**src/rtl/bank_cs_pkg.sv**
```systemverilog
// Shared types for the bank chip-select decoder.
// Assumes: the consumers need only the region class of an access.
package bank_cs_pkg;
    typedef enum logic [2:0] {
        RG_NONE      = 3'd0,
        RG_BANK      = 3'd1,
        RG_BOOT_SRAM = 3'd2,
        RG_REGS      = 3'd3,
        RG_ERR       = 3'd4
    } region_e;
endpackage

```
**src/rtl/bank_addr_classify.sv**
```systemverilog
// Sorts a bus address into a region class and extracts the bank index.
// Assumes: the bank window starts at zero and is NUM_BANKS << OFFS_W bytes.
// The register range lies wholly above that window.
module bank_addr_classify
    import bank_cs_pkg::*;
#(
    parameter int ADDR_W     = 32,
    parameter int OFFS_W     = 27,
    parameter int NUM_BANKS  = 8,
    parameter int BOOT_BYTES = 4096,
    parameter logic [ADDR_W-1:0] REG_LO = 32'h4800_0000,
    parameter logic [ADDR_W-1:0] REG_HI = 32'h5FFF_FFFF,
    localparam int BANK_W = $clog2(NUM_BANKS)
) (
    input  logic              valid,
    input  logic [ADDR_W-1:0] addr,
    input  logic              boot_nand,
    output region_e           region,
    output logic [BANK_W-1:0] bank_idx
);
    localparam logic [ADDR_W:0] WIN_END  = (ADDR_W+1)'(NUM_BANKS) << OFFS_W;
    localparam logic [ADDR_W:0] BOOT_END = (ADDR_W+1)'(BOOT_BYTES);

    logic in_window;
    logic in_boot;
    logic in_regs;

    // Range comparators on the raw address.
    always_comb begin
        in_window = {1'b0, addr} < WIN_END;
        in_boot   = {1'b0, addr} < BOOT_END;
        in_regs   = (addr >= REG_LO) && (addr <= REG_HI);
        bank_idx  = addr[OFFS_W +: BANK_W];
    end

    // Region priority: idle, bank window (with boot remap of bank 0), registers, error.
    always_comb begin
        region = RG_NONE;
        if (valid) begin
            if (in_window) begin
                if (boot_nand && (bank_idx == '0))
                    region = in_boot ? RG_BOOT_SRAM : RG_ERR;
                else
                    region = RG_BANK;
            end else if (in_regs) begin
                region = RG_REGS;
            end else begin
                region = RG_ERR;
            end
        end
    end
endmodule

```
**src/rtl/bank_sel_expand.sv**
```systemverilog
// Expands a region class and bank index into select strobes.
// Assumes: bank_idx matters only when the region is RG_BANK.
module bank_sel_expand
    import bank_cs_pkg::*;
#(
    parameter int NUM_BANKS = 8,
    localparam int BANK_W = $clog2(NUM_BANKS)
) (
    input  region_e              region,
    input  logic [BANK_W-1:0]    bank_idx,
    output logic [NUM_BANKS-1:0] cs_n_d,
    output logic                 sram_d,
    output logic                 reg_d,
    output logic                 err_d
);
    // One active-low select per bank.
    for (genvar g = 0; g < NUM_BANKS; g++) begin : g_cs
        assign cs_n_d[g] = !((region == RG_BANK) && (bank_idx == BANK_W'(g)));
    end

    // Strobes for the internal targets and the error flag.
    always_comb begin
        sram_d = (region == RG_BOOT_SRAM);
        reg_d  = (region == RG_REGS);
        err_d  = (region == RG_ERR);
    end
endmodule

```
**src/rtl/bank_cs_decoder.sv**
```systemverilog
// Top of the bank chip-select decoder. Classifies the address, expands the
// result into select strobes and registers every output, giving a fixed
// one-cycle latency.
// Assumes: a synchronous active-low reset; inputs are stable around the rising edge.
module bank_cs_decoder
    import bank_cs_pkg::*;
#(
    parameter int ADDR_W     = 32,
    parameter int OFFS_W     = 27,
    parameter int NUM_BANKS  = 8,
    parameter int BOOT_BYTES = 4096,
    parameter logic [ADDR_W-1:0] REG_LO = 32'h4800_0000,
    parameter logic [ADDR_W-1:0] REG_HI = 32'h5FFF_FFFF
) (
    input  logic                 clk,
    input  logic                 rst_n,
    input  logic                 bus_valid,
    input  logic [ADDR_W-1:0]    bus_addr,
    input  logic                 boot_nand,
    output logic [NUM_BANKS-1:0] cs_n,
    output logic                 sram_sel,
    output logic                 reg_sel,
    output logic                 dec_err,
    output logic [OFFS_W-1:0]    bank_offset
);
    localparam int BANK_W = $clog2(NUM_BANKS);

    region_e              region;
    logic [BANK_W-1:0]    bank_idx;
    logic [NUM_BANKS-1:0] cs_n_d;
    logic                 sram_d;
    logic                 reg_d;
    logic                 err_d;

    bank_addr_classify #(
        .ADDR_W(ADDR_W), .OFFS_W(OFFS_W), .NUM_BANKS(NUM_BANKS),
        .BOOT_BYTES(BOOT_BYTES), .REG_LO(REG_LO), .REG_HI(REG_HI)
    ) u_classify (
        .valid(bus_valid), .addr(bus_addr), .boot_nand(boot_nand),
        .region(region), .bank_idx(bank_idx)
    );

    bank_sel_expand #(.NUM_BANKS(NUM_BANKS)) u_expand (
        .region(region), .bank_idx(bank_idx),
        .cs_n_d(cs_n_d), .sram_d(sram_d), .reg_d(reg_d), .err_d(err_d)
    );

    // Output registers: the selects go idle in reset and follow the decode otherwise.
    always_ff @(posedge clk) begin
        if (!rst_n) begin
            cs_n     <= '1;
            sram_sel <= 1'b0;
            reg_sel  <= 1'b0;
            dec_err  <= 1'b0;
        end else begin
            cs_n     <= cs_n_d;
            sram_sel <= sram_d;
            reg_sel  <= reg_d;
            dec_err  <= err_d;
        end
    end

    // Offset register: captures the low address bits on valid accesses only.
    always_ff @(posedge clk) begin
        if (!rst_n)
            bank_offset <= '0;
        else if (bus_valid)
            bank_offset <= bus_addr[OFFS_W-1:0];
    end

    // never more than one target or error flagged.
    p_single_target_r5: assert property (@(posedge clk) disable iff (!rst_n)
        $countones({~cs_n, sram_sel, reg_sel, dec_err}) <= 1);

    // an idle bus cycle yields idle outputs on the next edge.
    p_idle_follows_r2: assert property (@(posedge clk) disable iff (!rst_n)
        !bus_valid |=> (&cs_n && !sram_sel && !reg_sel && !dec_err));

    // the boot window goes to the internal SRAM, never to bank 0.
    p_boot_window_r6: assert property (@(posedge clk) disable iff (!rst_n)
        (bus_valid && boot_nand && ({1'b0, bus_addr} < (ADDR_W+1)'(BOOT_BYTES)))
        |=> (sram_sel && cs_n[0]));

    // register range hits raise reg_sel.
    p_reg_region_r9: assert property (@(posedge clk) disable iff (!rst_n)
        (bus_valid && bus_addr >= REG_LO && bus_addr <= REG_HI) |=> reg_sel);

    // the offset holds across idle cycles.
    p_offset_hold_r4: assert property (@(posedge clk) disable iff (!rst_n)
        (!bus_valid && $past(rst_n)) |=> $stable(bank_offset));
endmodule

```
**config.mk**
```make
export PLATFORM = sky130hd
export DESIGN_NAME = bank_cs_decoder
export DESIGN_NICKNAME = d
export VERILOG_FILES = /design/src/rtl/bank_cs_pkg.sv /design/src/rtl/bank_addr_classify.sv /design/src/rtl/bank_sel_expand.sv /design/src/rtl/bank_cs_decoder.sv
export SDC_FILE = /design/constraint.sdc
export NUM_CORES = 1
export LEC_CHECK = 0
export BUFFER_PORTS_ARGS = -buffer_cell sky130_fd_sc_hd__clkbuf_2
export CORE_MARGIN = 5
export CORE_UTILIZATION = 40
export CTS_BUF_LIST = sky130_fd_sc_hd__clkbuf_4 sky130_fd_sc_hd__clkbuf_8
export CTS_CLUSTER_DIAMETER = 60
export DETAILED_ROUTE_END_ITERATION = 10
export PLACE_DENSITY = 0.72
export SLEW_MARGIN = 20
export SYNTH_ARGS = -nofsm -noshare
export SYNTH_HDL_FRONTEND = slang
export SYNTH_SLANG_ARGS = --single-unit
```
**constraint.sdc**
```tcl
create_clock -name clk -period 2.7 [get_ports clk]
set_clock_uncertainty 0.1 [all_clocks]
set_input_delay 0.54 -clock clk [delete_from_list [all_inputs] [get_ports clk]]
set_output_delay 0.54 -clock clk [all_outputs]
set_load 0.01 [all_outputs]
```
; Word-level counts from Yosys, hierarchy flattened
; Index checks and enable logic that the tools add are counted.
[totals]
output_inout_bits = 38
ff_bits = 38
[classes]
n_mux = 5
eq_ne = 11
reduce_logical = 19
magnitude_cmp = 4
[ops]
columns = cell, n
row1 = $ge A32 B31 Y1 const B, 1
row2 = $le A32 B31 Y1 const B, 1
row3 = $lt A32 B13 Y1 const B, 1
row4 = $lt A32 B31 Y1 const B, 1
row5 = $eq A3 B3 Y1 const B, 5
row6 = $mux W3, 5
row7 = $eq A3 B2 Y1 const B, 4
row8 = $logic_and A1 B1 Y1, 10
row9 = $logic_not A1 Y1, 8
row10 = $eq A3 B1 Y1 const B, 2
row11 = $logic_not A3 Y1, 1

; Depth between registers and ports, before layout
[logic_depth]
ltp_word = 8
ltp_mapped = 5
depth_no_buf = 4

; Cells and area by module
; From an unflattened synthesis, not the netlist that was laid out.
[unflattened]
hier_cells = 147
hier_area_um2 = 1584.0
[modules_own_cells]
columns = module, area_each_um2, seq_area_each_um2, instances, cells_per_inst
row1 = bank_cs_decoder, 1338.8, 760.7, 1, 110
row2 = bank_addr_classify, 128.9, 0.0, 1, 20
row3 = bank_sel_expand, 116.4, 0.0, 1, 17

; Least setup slack after synthesis
; Ideal clock, no wire load.
[synth_path]
path_type = input to register
from = in rst_n
to = reg cs_n[7]
t_arrival_ns = 1.139
required_time_ns = 2.480
cell_stages = 5
setup_time_ns = 0.120
path_buffers = 1
slack_ns = 1.342
cell_sequence = clkbuf_2 -> nand2_2 -> nor3_2 -> and2_2 -> nand3_1
[synth_rtl]
columns = element, line_no
row1 = "start, declared", bank_cs_decoder.sv:16  ; input logic rst_n,
row2 = "end signal, assigned", bank_cs_decoder.sv:56  ; cs_n <= cs_n_d;
row3 = "end, declared", bank_cs_decoder.sv:20  ; output logic [NUM_BANKS-1:0] cs_n,

; Worst setup path after layout
[layout_path]
from = reg bank_offset[0]
to = out bank_offset[0]
[layout_rtl]
columns = element, line_no
row1 = "start, declared", bank_cs_decoder.sv:24  ; output logic [OFFS_W-1:0] bank_offset
row2 = "start signal, assigned", bank_cs_decoder.sv:68  ; bank_offset <= bus_addr[OFFS_W-1:0];
; No word-level cell between the ends.

==> results_tabular.tex <==
\begin{tabular}{lr}
\hline
Metric & Value \\
\hline
\multicolumn{2}{l}{\textbf{Hold path}} \\
\quad Number of cells on the worst hold path & 2 \\
\quad Path category of the worst min-delay check & primary input to flop \\
\multicolumn{2}{l}{\textbf{Worst setup path}} \\
\quad Critical path peak fanout & 2 \\
\quad CP Data Arrival Time & around 840 ps \\
\quad Cell depth of the worst setup path & 1 \\
\quad Buffers \& Inverters on Critical Path & 1 \\
\quad CP max-delay cell & sky130\_fd\_sc\_hd\_\_dfxtp\_1 \\
\quad Cells along the critical path & clkbuf\_2 \\
\quad R2R cell count & 2 \\
\quad Worst Setup End Kind & output pin \\
\quad Critical path start-end classification & flop to output pin \\
\quad Critical path startpoint category & flop \\
\quad Cell class contributing the biggest share of worst-path delay & flip-flops \\
\quad CP max stage delay & between 300 and 400 ps \\
\quad Data required, critical path & around 2100 ps \\
\multicolumn{2}{l}{\textbf{Timing}} \\
\quad Max transition margin & 0.7086 \\
\quad Tightest Pin Transition & 437.1 ps \\
\quad Fin Setup TNS & 0 ps \\
\quad Hold violation count in the final report & 0 \\
\quad Number of slew-limit violations in the final report & 0 \\
\quad Maximum operating frequency & about 680 MHz \\
\quad Crit share post-route & 0.5476 \\
\quad Setup violation total in the final timing report & 0 \\
\quad Unrepaired setup endpoints after global routing & no \\
\quad Time the worst path needs with I/O delays and setup & between 1000 and 1500 ps \\
\multicolumn{2}{l}{\textbf{Layout}} \\
\quad Nets & about 240 \\
\quad Most common library cell in the layout ignoring fill and taps & sky130\_fd\_sc\_hd\_\_clkbuf\_2 \\
\quad Post-layout instance area & 0.001879 mm² \\
\quad Synthesis-to-finish area growth & 30.27\% \\
\quad Proportion of layout cells with a drive suffix above 1 & 0.4307 \\
\quad Most used cells in the layout excluding fill and tap cells & sky130\_fd\_sc\_hd\_\_clkbuf\_2, sky130\_fd\_sc\_hd\_\_dfxtp\_1, sky130\_fd\_sc\_hd\_\_nor2b\_1, sky130\_fd\_sc\_hd\_\_mux2i\_1, sky130\_fd\_sc\_hd\_\_clkbuf\_4 \\
\quad Count of fill cells added during filler insertion & between 300 and 400 \\
\quad N\_diodes & 0 \\
\multicolumn{2}{l}{\textbf{Die}} \\
\quad Overall die width & between 70 and 80 µm \\
\quad Starting density of the core & 0.4223 \\
\quad Total die area & a little under 0.005 mm² \\
\quad I/O pin count & 74 \\
\quad Standard cell core area & $\sim$0.0034 mm² \\
\quad Die height & approximately 70 µm \\
\quad \# rows & 21 \\
\multicolumn{2}{l}{\textbf{Pwr}} \\
\quad PwrDens & 548.8 mW/mm² \\
\quad Max VDD drop & 0.3021 mV \\
\quad Leakage power summed over all cells & roughly 0.9 nW \\
\multicolumn{2}{l}{\textbf{CTS}} \\
\quad Clock Tree Buf Depth & 2 \\
\quad Clock input transition at the sequential cells of the worst setup and hold paths & 100 ps \\
\quad Post-CTS resize count & 0 \\
\quad CTS Hold Bufs & 0 \\
\quad H-tree depth reported by CTS & 2 \\
\quad Clock latency of the later-clocked register in the worst-skew pair & about 330 ps \\
\quad Cell at the root of the clock tree & sky130\_fd\_sc\_hd\_\_clkbuf\_4 \\
\quad Clock sink count & 38 \\
\quad Setup repair bufs after CTS & 0 \\
\quad CTS tree & built \\
\quad Clock buffers created by TritonCTS & 5 \\
\multicolumn{2}{l}{\textbf{Logic synthesis}} \\
\quad Multiplexer fraction of the synthesized cell area & 0.1873 \\
\quad Xor and xnor fraction of the mapped netlist area & 0 \\
\quad Biggest area consumer among synthesized cells & sky130\_fd\_sc\_hd\_\_dfxtp\_1 \\
\quad Yosys warns & 0 \\
\quad Fraction of synthesized cell area taken by the top area cell type & 0.5273 \\
\quad Post-synthesis sequential element count & 38 \\
\quad Mean post-synth cell area & around 11 µm² \\
\quad Combinational family with the most area after synthesis & simple AND/OR/NAND/NOR gates \\
\quad Synthesized Nets & about 160 \\
\quad Count of different cell masters after synthesis & 21 \\
\quad Syn Std Cell Area & $\sim$0.0014 mm² \\
\quad Top cells by area, synth & sky130\_fd\_sc\_hd\_\_dfxtp\_1, sky130\_fd\_sc\_hd\_\_mux2i\_1, sky130\_fd\_sc\_hd\_\_nor2b\_1, sky130\_fd\_sc\_hd\_\_buf\_6, sky130\_fd\_sc\_hd\_\_nor4\_4 \\
\quad Adder-cell share of the synthesized area & 0 \\
\quad Simple-gate share of the synthesized area & 0.2472 \\
\quad Compound-gate portion of the synthesized area & 0.006071 \\
\quad Cell count after synthesis & 127 \\
\quad Proportion of synthesized chip area in sequential cells & 0.5273 \\
\multicolumn{2}{l}{\textbf{Placement}} \\
\quad Cell area after placement & 0.001827 mm² \\
\quad Port Buf Inserts & 73 \\
\quad Estimated wirelength of the detail-placed design & about 2.6 mm \\
\quad Routability cong. & $\sim$0.79 \\
\multicolumn{2}{l}{\textbf{Global routing}} \\
\quad Vias in the first global route & between 1000 and 1500 \\
\quad Largest net degree at the start of global routing & 29 \\
\quad Overall routing resource usage & 0.1421 \\
\quad Number of antenna violations at the first check in global routing & 0 \\
\quad Aggregate global routing overflow & 0 \\
\quad Global-route wire length before repair & between 5 and 6 mm \\
\multicolumn{2}{l}{\textbf{Outcome}} \\
\quad Result of the run & finished clean \\
\multicolumn{2}{l}{\textbf{Drt}} \\
\quad WL per Instance & around 13 µm \\
\quad Via count normalized by instance count & approximately 4.6 \\
\quad Number of iterations in the first detailed-routing pass & 4 \\
\quad Total wire length after detailed routing & 3.318 mm \\
\quad Number of design rule violations left after detail routing & 0 \\
\quad Initial DRC count & 16 \\
\quad Routed vias & between 1000 and 1500 \\
\quad Number of routed nets with antenna violations & 0 \\
\multicolumn{2}{l}{\textbf{Job}} \\
\quad Number of max-cap violations & 0 \\
\hline
\end{tabular}
-- worst paths after layout --
kind	slack, ps	to	startpoint
setup / recovery	1220	bank_offset[0]	bank_offset[0]$_SDFFE_PN0P_
hold / removal	310	cs_n[0]$_SDFF_PN1_	boot_nand
setup reg to reg	1950	bank_offset[6]$_SDFFE_PN0P_	bank_offset[6]$_SDFFE_PN0P_
hold reg to reg	430	bank_offset[3]$_SDFFE_PN0P_	bank_offset[3]$_SDFFE_PN0P_
-- through the flow --
step           std cells  setup slack, ps  hold WS [ps]  total power (W)  utilization
3_3_place_gp         241            985.2         397.5        0.0007513       0.5348
2_1_floorplan        127             1342         438.4        0.0006896            -
6_report             248             1222         305.3         0.001031       0.5502
3_5_place_dp         241            893.0         406.1        0.0007571       0.5348
5_1_grt              248             1157         295.3         0.001089       0.5502
4_1_cts              248             1195         292.8         0.001048       0.5502
-- sequential cells by signal, summed over array words and instances, names as in the netlist --
signal	count
bank_offset	27
cs_n	8
dec_err	1
reg_sel	1
sram_sel	1
-- area by class of cell --
| type | count | area (µm²) | share of cell area |
|---|---|---|---|
| Sequential cell | 38 | 760.7 | 0.4048 |
| Clock buffer | 7 | 52.55 | 0.02796 |
| Timing Repair Buffer | 74 | 372.9 | 0.1984 |
| Tap cell | 46 | 57.56 | 0.03063 |
| Multi-Input combinational cell | 83 | 635.6 | 0.3382 |
-- synthesized netlist by cell type (all sizes together) --
cell	count
and2	1
nor4bb	1
and4	1
nand2	6
nor4	5
buf	3
dfxtp	38
nand3	4
nor3	2
mux2i	27
nand3b	1
o22a	1
nor2b	30
nor2	4
clkbuf	3
-- kinds of logic (layout without fill, tap and decap cells) --
group	after synthesis	in the layout
flops	38	38
simple gates	55	55
buf+inv	6	81
compound gates	1	1
mux	27	27
-- metal layers --
| layer | vias to the layer above | share of wire | global-route usage |
|---|---|---|---|
| li1 | 582 | - | - |
| met1 | 507 | 0.43 | 0.1625 |
| met2 | 57 | 0.45 | 0.2225 |
| met3 | 7 | 0.10 | 0.06743 |
| met4 | 0 | 0.021 | 0.06809 |
| met5 | - | 0 | 0 |
-- report_power, final --
part,switching (W),leakage (nW),internal (W)
clock,0.000171,0.0322,0.000118
combinational,0.0000727,0.560,0.0000706
sequential,0.0000130,0.312,0.000586
total,0.000256,0.905,0.000775
Power figures use the tool's default switching activity.
